File: config.mk
export PLATFORM = sky130hd
export DESIGN_NAME = cpu_bus_clkdiv
export DESIGN_NICKNAME = d
export VERILOG_FILES = /design/src/rtl/clkdiv_pkg.sv /design/src/rtl/clkdiv_cfg_reg.sv /design/src/rtl/clkdiv_prescale.sv /design/src/rtl/clkdiv_stage.sv /design/src/rtl/cpu_bus_clkdiv.sv
export SDC_FILE = /design/constraint.sdc
export NUM_CORES = 1
export LEC_CHECK = 0
export BUFFER_PORTS_ARGS = -buffer_cell sky130_fd_sc_hd__buf_2
export CAP_MARGIN = 30
export CORE_UTILIZATION = 30
export CTS_CLUSTER_DIAMETER = 200
export CTS_CLUSTER_SIZE = 24
export DETAILED_ROUTE_END_ITERATION = 6
export PLACE_DENSITY = 0.48
export SETUP_SLACK_MARGIN = 0.1
export SLEW_MARGIN = 10
export SYNTH_ARGS = -nofsm -noshare
export SYNTH_HDL_FRONTEND = slang
export SYNTH_SLANG_ARGS = --single-unit
File: constraint.sdc
create_clock -name clk -period 8.8 [get_ports clk]
set_clock_uncertainty 0.2 [all_clocks]
set_input_delay 2.64 -clock clk [delete_from_list [all_inputs] [get_ports clk]]
set_output_delay 2.64 -clock clk [all_outputs]
set_load 0.01 [all_outputs]
File: src/rtl/clkdiv_pkg.sv
`timescale 1ns/1ps
package clkdiv_pkg;

    localparam int DIV_W    = 4;
    localparam int SEL_W    = 2;
    localparam int PRE_W    = 4;
    localparam int CFG_W    = 4 * DIV_W;
    localparam int CPU_LSB  = 0;
    localparam int SRC_LSB  = DIV_W;
    localparam int RSV_LSB  = DIV_W + SEL_W;
    localparam int RSV_W    = DIV_W - SEL_W;
    localparam int DMA_LSB  = 2 * DIV_W;
    localparam int MMIO_LSB = 3 * DIV_W;
    localparam int NUM_BUS  = 2;

    typedef enum logic [SEL_W-1:0] {
        SRC_DIV16  = 2'b00,
        SRC_DIV4   = 2'b01,
        SRC_DIV2   = 2'b10,
        SRC_DIRECT = 2'b11
    } src_sel_e;

    typedef struct packed {
        logic [DIV_W-1:0] mmio_div;
        logic [DIV_W-1:0] dma_div;
        src_sel_e         src;
        logic [DIV_W-1:0] cpu_div;
    } cfg_t;

    localparam cfg_t CFG_RESET = '{
        mmio_div: DIV_W'(1),
        dma_div:  DIV_W'(1),
        src:      SRC_DIRECT,
        cpu_div:  DIV_W'(1)
    };

    function automatic cfg_t cfg_unpack(input logic [CFG_W-1:0] w);
        cfg_t c;
        c.cpu_div  = w[CPU_LSB  +: DIV_W];
        c.src      = src_sel_e'(w[SRC_LSB +: SEL_W]);
        c.dma_div  = w[DMA_LSB  +: DIV_W];
        c.mmio_div = w[MMIO_LSB +: DIV_W];
        return c;
    endfunction

    function automatic logic [CFG_W-1:0] cfg_pack(input cfg_t c);
        logic [CFG_W-1:0] w;
        w                      = '0;
        w[CPU_LSB  +: DIV_W]   = c.cpu_div;
        w[SRC_LSB  +: SEL_W]   = c.src;
        w[RSV_LSB  +: RSV_W]   = '0;
        w[DMA_LSB  +: DIV_W]   = c.dma_div;
        w[MMIO_LSB +: DIV_W]   = c.mmio_div;
        return w;
    endfunction

    // Divider fields must be non-zero; the register-bus ratio must be a
    // whole multiple of the DMA ratio so their pulses stay aligned.
    function automatic logic cfg_legal(input cfg_t c);
        logic [DIV_W:0] mmio_ratio;
        logic [DIV_W:0] dma_ratio;
        mmio_ratio = {1'b0, c.mmio_div} + 1'b1;
        dma_ratio  = {1'b0, c.dma_div}  + 1'b1;
        return (c.cpu_div != '0) && (c.dma_div != '0) && (c.mmio_div != '0)
            && ((mmio_ratio % dma_ratio) == '0);
    endfunction

    // Low-bit mask whose all-ones state marks one prescaled tick.
    function automatic logic [PRE_W-1:0] prescale_mask(input src_sel_e s);
        logic [PRE_W-1:0] m;
        case (s)
            SRC_DIV16:  m = PRE_W'(15);
            SRC_DIV4:   m = PRE_W'(3);
            SRC_DIV2:   m = PRE_W'(1);
            default:    m = '0;
        endcase
        return m;
    endfunction

endpackage

File: src/rtl/clkdiv_cfg_reg.sv
`timescale 1ns/1ps
module clkdiv_cfg_reg
    import clkdiv_pkg::*;
(
    input  logic             clk,
    input  logic             rst,
    input  logic             we,
    input  logic [CFG_W-1:0] wdata,
    input  logic             boundary,
    output cfg_t             act_cfg,
    output logic [CFG_W-1:0] rdata,
    output logic             err
);

    cfg_t staged_q;
    cfg_t active_q;
    logic pend_q;
    logic err_q;
    cfg_t wr_cfg;
    logic wr_ok;

    always_comb begin
        wr_cfg = cfg_unpack(wdata);
        wr_ok  = cfg_legal(wr_cfg);
    end

    always_ff @(posedge clk) begin
        if (rst) begin
            staged_q <= CFG_RESET;
            active_q <= CFG_RESET;
            pend_q   <= 1'b0;
            err_q    <= 1'b0;
        end else begin
            if (boundary && pend_q) begin
                active_q <= staged_q;
                pend_q   <= 1'b0;
            end
            if (we) begin
                if (wr_ok) begin
                    staged_q <= wr_cfg;
                    pend_q   <= 1'b1;
                    err_q    <= 1'b0;
                end else begin
                    err_q    <= 1'b1;
                end
            end
        end
    end

    assign act_cfg = active_q;
    assign rdata   = cfg_pack(staged_q);
    assign err     = err_q;

endmodule

File: src/rtl/clkdiv_prescale.sv
`timescale 1ns/1ps
module clkdiv_prescale
    import clkdiv_pkg::*;
(
    input  logic     clk,
    input  logic     rst,
    input  src_sel_e sel,
    input  logic     restart,
    output logic     tick
);

    logic [PRE_W-1:0] cnt_q;
    logic [PRE_W-1:0] mask;

    assign mask = prescale_mask(sel);
    assign tick = ((cnt_q & mask) == mask);

    always_ff @(posedge clk) begin
        if (rst || restart) begin
            cnt_q <= '0;
        end else begin
            cnt_q <= cnt_q + 1'b1;
        end
    end

endmodule

File: src/rtl/clkdiv_stage.sv
`timescale 1ns/1ps
module clkdiv_stage #(
    parameter int W = 4
) (
    input  logic         clk,
    input  logic         rst,
    input  logic         tick,
    input  logic [W-1:0] limit,
    output logic         pulse
);

    logic [W-1:0] cnt_q;
    logic         at_end;

    assign at_end = (cnt_q >= limit);
    assign pulse  = tick && at_end;

    always_ff @(posedge clk) begin
        if (rst) begin
            cnt_q <= '0;
        end else if (tick) begin
            cnt_q <= at_end ? '0 : cnt_q + 1'b1;
        end
    end

endmodule

File: src/rtl/cpu_bus_clkdiv.sv
`timescale 1ns/1ps
module cpu_bus_clkdiv
    import clkdiv_pkg::*;
(
    input  logic             clk,
    input  logic             rst,
    input  logic             cfg_we,
    input  logic [CFG_W-1:0] cfg_wdata,
    output logic [CFG_W-1:0] cfg_rdata,
    output logic             cfg_err,
    output logic             cpu_en,
    output logic             dma_en,
    output logic             mmio_en
);

    cfg_t               act_cfg;
    logic               src_tick;
    logic [DIV_W-1:0]   bus_lim [NUM_BUS];
    logic [NUM_BUS-1:0] bus_pulse;

    clkdiv_cfg_reg u_cfg (
        .clk      (clk),
        .rst      (rst),
        .we       (cfg_we),
        .wdata    (cfg_wdata),
        .boundary (mmio_en),
        .act_cfg  (act_cfg),
        .rdata    (cfg_rdata),
        .err      (cfg_err)
    );

    clkdiv_prescale u_pre (
        .clk     (clk),
        .rst     (rst),
        .sel     (act_cfg.src),
        .restart (mmio_en),
        .tick    (src_tick)
    );

    clkdiv_stage #(.W(DIV_W)) u_cpu (
        .clk   (clk),
        .rst   (rst),
        .tick  (src_tick),
        .limit (act_cfg.cpu_div),
        .pulse (cpu_en)
    );

    assign bus_lim[0] = act_cfg.dma_div;
    assign bus_lim[1] = act_cfg.mmio_div;

    for (genvar g = 0; g < NUM_BUS; g++) begin : g_bus
        clkdiv_stage #(.W(DIV_W)) u_bus (
            .clk   (clk),
            .rst   (rst),
            .tick  (cpu_en),
            .limit (bus_lim[g]),
            .pulse (bus_pulse[g])
        );
    end

    assign dma_en  = bus_pulse[0];
    assign mmio_en = bus_pulse[1];

endmodule

# Word level (Yosys, flattened, before mapping)
# Cells that the tools add are included.
classes:
  addsub: 6
  bitwise: 1
  div: 1
  mul: 0
  order_cmp: 3
  muxes: 8
  shifts: 0
  n_reduce_logical: 14
  eq_ne: 3
ops:
  columns: ["op", "n"]
  rows:
  - ["$add A4 B1 Y4 const B", 4]
  - ["$ge A4 B4 Y1", 3]
  - ["$mux W4", 3]
  - ["$pmux W4 S3", 1]
  - ["$reduce_bool A4 Y1", 3]
  - ["$add A4 B1 Y5 const B", 2]
  - ["$logic_and A1 B1 Y1", 7]
  - ["$logic_not A5 Y1", 1]
  - ["$mod A5 B5 Y5", 1]
  - ["$and A4 B4 Y4", 1]
  - ["$eq A4 B4 Y1", 1]
  - ["$mux W1", 4]
  - ["$eq A2 B1 Y1 const B", 1]
  - ["$eq A2 B2 Y1 const B", 1]
  - ["$logic_not A2 Y1", 1]
  - ["$reduce_and A2 Y1", 1]
  - ["$logic_or A1 B1 Y1", 1]
totals:
  mem_count: 0
  romBits: 0
  elab_cells: 50
  mem_bits_rw: 0
  reg_bits: 46
  output_inout_bits: 20
  latchBits: 0

# Longest topological paths before layout
# Gate-level depths: netlist of run 1.
logic_depth:
  depth_word: 10
  mapped_depth: 33

# Modules after synthesis
# Synthesis of run 1 repeated with hierarchy kept, for this count alone.
unflattened:
  hier_cells: 405
  hier_area_um2: 3409.5
by_module_without_submodules:
  columns: ["module", "cells_per_inst", "area_per_inst_um2", "instances"]
  rows:
  - ["clkdiv_cfg_reg", 283, 2274.7, 1]
  - ["clkdiv_stage", 35, 322.8, 3]
  - ["clkdiv_prescale", 17, 166.4, 1]

# Worst setup path after synthesis of run 1
# Ideal clock, no wire load.
synth_timing:
  path_type: "in2reg"
  start: "input cfg_wdata[8]"
  end: "register u_cfg.staged_q (netlist bit u_cfg.rdata[0])"
  t_arrival_ps: 9036
  n_path_buf: 2
  path_stages: 32
  setup_slack_ps: -553
  required_ps: 8482
  setup_ps: 118
  cell_sequence: "ha_1 -> and2_1 -> a21oi_1 -> nor3_1 -> a21oi_1 -> a21oi_1 -> ha_1 -> nor4b_1 -> a21oi_1 -> a211oi_1 -> nor2_1 -> ha_1 -> o21a_1 -> o21ai_2 -> mux2_4 -> ha_1 -> nor2b_1 -> o31a_1 -> o21ai_4 -> o31a_1 -> o2bb2ai_1 -> clkbuf_1 -> inv_1 -> ha_1 -> o21a_1 -> o31a_1 -> o22ai_1 -> a21oi_1 -> a21oi_1 -> buf_2 -> nand2b_1 -> o221a_4"
synth_via:
  elab_chain_len: 5
  elab_cells_between_ends: 8
synth_lines:
  columns: ["element", "line", "text"]
  rows:
  - ["start, declared", "cpu_bus_clkdiv.sv:8", "input logic [CFG_W-1:0] cfg_wdata,"]
  - ["$add A4 B1 Y5 or $reduce_bool A4 Y1 (tied branches)", "clkdiv_pkg.sv:63, clkdiv_pkg.sv:64", null]
  - ["$mod A5 B5 Y5 or $logic_and A1 B1 Y1 (tied branches)", "clkdiv_pkg.sv:65, clkdiv_pkg.sv:64", null]
  - ["$logic_not A5 Y1 or $logic_and A1 B1 Y1 (tied branches)", "clkdiv_pkg.sv:65, clkdiv_pkg.sv:64", null]
  - ["$logic_and A1 B1 Y1 *", "clkdiv_pkg.sv:65", "&& ((mmio_ratio % dma_ratio) == '0);"]
  - ["$reduce_and A2 Y1 (no line) *", null, null]
  - ["end signal, assigned", "clkdiv_cfg_reg.sv:40", "staged_q <= wr_cfg;"]
  - ["end, declared", "clkdiv_cfg_reg.sv:15", "cfg_t staged_q;"]
# Every way passes the cells marked *; elsewhere a longest branch is shown, timed or not.
# A chain may end at the register's enable or synchronous reset.

# Final worst setup path of run 1
layout_timing:
  start: "input cfg_wdata[8]"
  end: "register u_cfg.staged_q (netlist bit u_cfg.rdata[14])"
# Same word-level chain as after synthesis.

==> flow_summary.yaml, run 1 <==
floorplanning:
  die_w_microns: 108
  coreArea_sq_um: 10900
  start_util: 0.311
  fp-row-count: 38
  ios: 39
  die-area_sq_um: 11800
  die_h_microns: 108
sta:
  max_freq_mhz: 117
  relSlewSlack: 0.407
  finalWorstPathRequiredPeriod_ns: 8.54
  final.setup.worst_slack_ns: 0.260
  fin_crit_sh: 0.971
  finalSetupTns_ns: 0
  worstMarginPinSlew_ns: 0.885
  drv_slew: 0
  setup_viol: 0
  hold_viol: 0
  rsz0062_at_grt: "true"
critical_path:
  r2r_start: "u_cpu.cnt_q[0]"
  crit_top_cell: "ha_4"
  startpoint_type: "input port"
  slowest_stage: "mux2_4"
  crit_path_end_kind: "flip-flop"
  critPathMaxStageDelay_ns: 0.34
  required_ns: 8.76
  r2r-end: "g_bus[1].u_bus.cnt_q[3]"
  reg2regPathDepth: 9
  crit_type: "in2reg"
  path_max_fanout: 9
  reg2reg_slack_ns: 6.18
  worstPathArrival_ns: 8.50
global_route:
  grtUsageMet1: 0.215
  antenna_found_initial: 0
  track_usage: 0.170
  grt_use_met3: 0.0163
  busiest_layer: "met2"
  grt_max_degree: 42
  grt-ovfl-total: 0
  grt_pass1_vias: 3196
  grtUsageMet2: 0.301
  grt_pass1_wl_mm: 15.8
clocking:
  clk_pin_slew_ns: 0.07
  cts_tree: "built"
  clock_latency_ns: 0.29
  clock_sinks: 46
  ctsRootBufferMaster: "clkbuf_16"
  cts_htree_levels: 2
  cts_inserted_buffers: 5
  cts_buffer_depth: 2
finish:
  fin_cells: 622
  nets: 537
  diodes: 0
  layout-drive-gt1-share: 0.357
  area_growth_pct: 39.1
route:
  routedWlPerCell_microns: 15.8
  ant_nets: 0
  via_count: 3311
  wirelength_mm: 9.82
  vias_per_cell: 5.32
  drc: 0
  dr.pass1.iters: 4
  drtIter0Drc: 130
synth:
  synth.avg_cell_area_sq_um: 8.65
  yosys_most_used_dff: "dfxtp_1"
  synth.cell_area_sq_um: 3400
  yosys_warnings: 0
  seq_area_frac_synth: 0.271
  synth_top_cell_by_area: "dfxtp_1"
  synth_edf_count: 0
  synth-async-reset-ratio: 0
  synth_cells: 393
  yosys-top-cells-area: "dfxtp_1, ha_1, a21oi_1"
  ys_seq_elements: 46
  synth_cell_types: 60
  synth_top_area_frac: 0.271
min_path:
  hold_end: "u_pre.cnt_q[0]"
  min-delay-start: "u_pre.cnt_q[0]"
  hold_depth: 1
  hp-class: "reg2reg"
power:
  p_int_uw: 615
  p_sw_uw: 400
  power_density_nw_per_um2: 215
  ir_worst_vdd_mv: 0.123
  comb_power_share: 0.529
  clkPwrFrac: 0.213
  total_power_mw: 1.02
  p_leak_nw: 1.85
  pwr-share-seq: 0.258
  sw_frac_of_total: 0.394
placed_design:
  pre_cts_slack_ns: -0.244
  io_buffers: 34
  dp_hpwl_mm: 7.37
  dp_cells: 603
  gp_congestion: 0.790
outcome:
  status: "complete, no violations"
flow_run:
  max_cap_viol_count: 0
-- critical path: cells and delay by family --
kind / cells / cell delay, ns
mux: 1 / 0.34
simple gates: 4 / 0.37
fa+ha+maj: 5 / 1.13
buf+inv: 5 / 0.63
compound gates: 18 / 3.36
-- routing by layer --
metal  wire (microns)  vias up
met5                0        -
met4              203        0
met3              249       15
met2             4970       55
met1             4400     1592
li1                 -     1649
-- Yosys cell counts, types with 5 or more instances --
| library cell | count |
|---|---|
| nand2b_1 | 8 |
| dfxtp_1 | 46 |
| o221ai_1 | 10 |
| o21ai_0 | 6 |
| a21oi_1 | 27 |
| a32o_1 | 9 |
| a21o_1 | 6 |
| nand3_1 | 7 |
| nand2_1 | 17 |
| clkbuf_1 | 10 |
| inv_1 | 26 |
| nand4_1 | 13 |
| mux2i_1 | 12 |
| xnor2_1 | 11 |
| nor3_1 | 11 |
| nor2_1 | 31 |
| ha_1 | 36 |
| buf_4 | 6 |
| a31oi_1 | 9 |
| o31a_1 | 5 |
| a211o_1 | 7 |
| xor2_1 | 5 |
| nor2b_1 | 9 |
| o21a_1 | 8 |
-- how the worst max path moves through the flow --
| stage | start | to | slack, ns | cells past startpoint |
|---|---|---|---|---|
| 6_report | cfg_wdata[8] | u_cfg.rdata[14] | 0.26 | 33 |
| 5_1_grt | cfg_wdata[12] | u_cfg.rdata[1] | -0.01 | 33 |
| 4_1_cts | cfg_wdata[12] | u_cfg.rdata[0] | 0.11 | 30 |
| 3_5_place_dp | cfg_wdata[12] | u_cfg.rdata[14] | -0.24 | 32 |
| 3_3_place_gp | cfg_wdata[12] | u_cfg.rdata[14] | -0.25 | 32 |
| 2_1_floorplan | cfg_wdata[8] | u_cfg.rdata[0] | 0.005 | 30 |
-- state kept, by name, summed over array words and instances, names as in the netlist --
register           cells
u_cfg.err              1
u_cfg.pend_q           1
g_bus.u_bus.cnt_q      8
u_pre.cnt_q            4
u_cfg.rdata           14
u_cpu.cnt_q            4
u_cfg.act_cfg         14
-- power groups by stage --
stage               logic, mW  clock network (mW)  registers, mW
CTS                     0.495               0.221          0.262
finish                  0.537               0.216          0.262
floorplan               0.334                   0          0.263
global placement        0.476                   0          0.267
detailed placement      0.487                   0          0.267
global route            0.588               0.227          0.267
-- cell families after synthesis --
family / share of synthesized area
AO/OA/AOI/OAI: 0.267
AND/OR/NAND/NOR: 0.180
buffers and inverters: 0.0615
flip-flops: 0.271
adder cells (fa/ha/maj): 0.138
XOR/XNOR: 0.0412
multiplexers: 0.0398
other: 0.00110
-- cell type report --
class                           instances  area (sq um)
Clock buffer                            6           129
Sequential cell                        46           921
Inverter                               28           108
Clock inverter                          2          37.5
Fill cell                            1100          6210
Timing Repair Buffer                   98           701
Tap cell                              140           175
Multi-Input combinational cell        302          2660
-- layout by cell type, fill, tap and decap left out, types with 3 or more instances in the layout --
cell type  count
buf_4         61
dfxtp_1       46
buf_2         32
nor2_1        29
ha_1          28
inv_1         23
a21oi_1       21
nand2_1       16
nand4_1       13
mux2i_1       11
xnor2_1       11
o221ai_2      10
nor3_1         9
a32o_1         9
nor2b_1        8
nand2b_1       8
o21a_1         8
nand3_1        7
a31oi_1        7
ha_4           7
a21o_1         6
a211o_1        6
xor2_1         5
o31a_1         5
clkbuf_16      5
inv_2          4
o21ai_0        4
nand4b_1       4
a21oi_2        4
and2_4         3
or3_1          3
nor3b_1        3
o221a_2        3
buf_12         3
-- what timing repair did --
action | in CTS | in global routing
buffers inserted | 1 | 9
endpoints found under the setup margin | 15 | 16
endpoints found under the hold margin | 0 | 0
cloned | 0 | 1
pin swaps | 3 | 23
hold buffers | 0 | 0
gates resized for setup | 0 | 34
-- through the flow --
step	cell area, sq um	util	hold WS, ns
after floorplan	3640	-	0.221
after global placement	4300	0.393	0.242
after detailed placement	4300	0.393	0.267
after CTS	4490	0.410	0.279
after global routing	4730	0.432	0.300
final	4730	0.432	0.268
No activity file was read; power rests on OpenSTA's default activity.
==> run 2: changes to the inputs <==
GPL_TIMING_DRIVEN = 0   (was unset)
SETUP_SLACK_MARGIN = 0.4   (was 0.1)
==> run 2 against run 1 <==
Net effect: hold slack worse by 0.0081 ns; highest routed layer unchanged; clock-buffer cell count up 1; global-route usage up 1.3 points; sequential share of layout area down 0.87 points; total power up 4.3%; clock power down 12%.
==> flow_summary.yaml, run 2 (synthesis results as in run 1) <==
route:
  via_count: 3362
  wirelength_mm: 10.3
  drtIter0Drc: 210
  dr.pass1.iters: 4
  ant_nets: 0
  vias_per_cell: 5.34
  routedWlPerCell_microns: 16.3
  drc: 0
finish:
  nets: 544
  area_growth_pct: 45.6
  fin_util: 0.453
  fin_cells: 629
  final_cell_mix: "dfxtp_1, buf_4, buf_2"
  fill_cells: 1063
  final_common_cell: "dfxtp_1"
  diodes: 0
  layout-drive-gt1-share: 0.374
sta:
  rsz0062_at_grt: "true"
  finalSetupTns_ns: 0
  worstMarginPinSlew_ns: 0.949
  fin_crit_sh: 0.990
  relSlewSlack: 0.364
  drv_slew: 0
  max_freq_mhz: 115
  finalWorstPathRequiredPeriod_ns: 8.71
  hold_viol: 0
  setup_viol: 0
global_route:
  track_usage: 0.183
  grt_pass1_wl_mm: 16.7
  grt_pass1_vias: 3256
  grt_max_degree: 14
  grt-ovfl-total: 0
  antenna_found_initial: 0
floorplanning:
  die_w_microns: 108
  start_util: 0.311
  coreArea_sq_um: 10900
  ios: 39
  die-area_sq_um: 11800
  fp-row-count: 38
  die_h_microns: 108
power:
  sw_frac_of_total: 0.391
  p_int_uw: 645
  pwr-share-seq: 0.249
  ir_worst_vdd_mv: 0.145
  p_leak_nw: 1.92
  power_density_nw_per_um2: 214
  comb_power_share: 0.571
  clkPwrFrac: 0.180
  p_sw_uw: 413
critical_path:
  startpoint_type: "input port"
  path_max_fanout: 10
  reg2regPathDepth: 10
  crit_path_end_kind: "flip-flop"
  required_ns: 8.78
  crit_top_cell: "ha_4"
  cp_num_buf_inv: 4
  slowest_stage: "mux2_4"
  worst-path-stages: 31
  crit_family: "compound AO/OA/AOI/OAI gates"
  worstPathArrival_ns: 8.69
  crit_type: "in2reg"
  critPathMaxStageDelay_ns: 0.35
clocking:
  clock_sinks: 46
  ctsRootBufferMaster: "clkbuf_16"
  clock_latency_ns: 0.28
  cts_tree: "built"
  hold_buffers: 0
  cts_htree_levels: 2
  clk_pin_slew_ns: 0.06
  cts_inserted_buffers: 5
  cts_buffer_depth: 2
placed_design:
  dp_cells: 567
  dp_hpwl_mm: 7.47
  gp_congestion: 0.794
  io_buffers: 33
flow_run:
  max_cap_viol_count: 0
outcome:
  status: "complete, no violations"
min_path:
  hold_depth: 1
  hp-class: "reg2reg"
[run 2: changes by cell type in the layout (fill, tap and decap cells not counted), moves of 3 or more]
cell	before	now
a32o_1	9	6
a32o_2	0	3
buf_4	61	44
buf_6	2	13
clkbuf_1	1	9
[run 2: routing by layer]
layer  up-vias  part of all wire  track usage
met2        57              0.50        0.326
met3        18             0.024       0.0193
met1      1618              0.45        0.226
li1       1669                 -            -
met4         0             0.024       0.0637
met5         -                 0            0
[run 2: area by class of cell]
type	instances	area [sq um]	area share
repair buffers	87	718	0.145
clock inverters	1	5.00	0.00101
inverters	28	111	0.0225
multi-input cells	301	2720	0.550
well taps	140	175	0.0354
flip-flops and latches	46	921	0.186
plain buffers	19	154	0.0311
clock buffers	7	143	0.0288
[run 2: power by group through the flow]
stage	Combinational, mW	Clock [mW]	Sequential [mW]
3_5_place_dp	0.443	0	0.268
6_report	0.604	0.191	0.264
3_3_place_gp	0.437	0	0.267
5_1_grt	0.658	0.204	0.269
4_1_cts	0.567	0.196	0.264
2_1_floorplan	0.337	0	0.263
[run 2: worst paths after layout]
| kind | start | to | slack [ns] |
|---|---|---|---|
| hold / removal | u_pre.cnt_q[0] | u_pre.cnt_q[0] | 0.26 |
| hold reg to reg | u_pre.cnt_q[0] | u_pre.cnt_q[0] | 0.26 |
| setup / recovery | cfg_wdata[8] | u_cfg.rdata[0] | 0.09 |
| setup reg to reg | u_cpu.cnt_q[0] | u_cfg.act_cfg[3] | 5.93 |
[run 2: stage by stage]
stage	hold WS (ns)	instance area (sq um)	total power, mW	setup slack, ns
after floorplan	0.221	3650	0.599	0.00468
after global placement	0.238	3990	0.704	-1.05
after detailed placement	0.261	3990	0.711	-1.11
after CTS	0.272	4780	1.03	0.0866
after global routing	0.311	4950	1.13	-0.139
final	0.260	4950	1.06	0.0908
[run 2: worst reg2reg max path, cell delays in order (launching register included)]
cell and delay, ns:
dfxtp_1 0.36, inv_1 0.08, ha_1 0.27, nand2b_1 0.09
a21o_1 0.12, a21o_1 0.11, a21oi_1 0.16, nor4_2 0.75
buf_4 0.35, mux2i_1 0.21, nor2_1 0.05
[run 2: what timing repair did]
action | 4_1_cts | 5_1_grt
gates cloned | 3 | 1
pin swaps | 26 | 9
resized for setup | 50 | 19
endpoints found under the setup margin | 16 | 16
buffers inserted | 41 | 9
hold endpoints to repair | 0 | 0
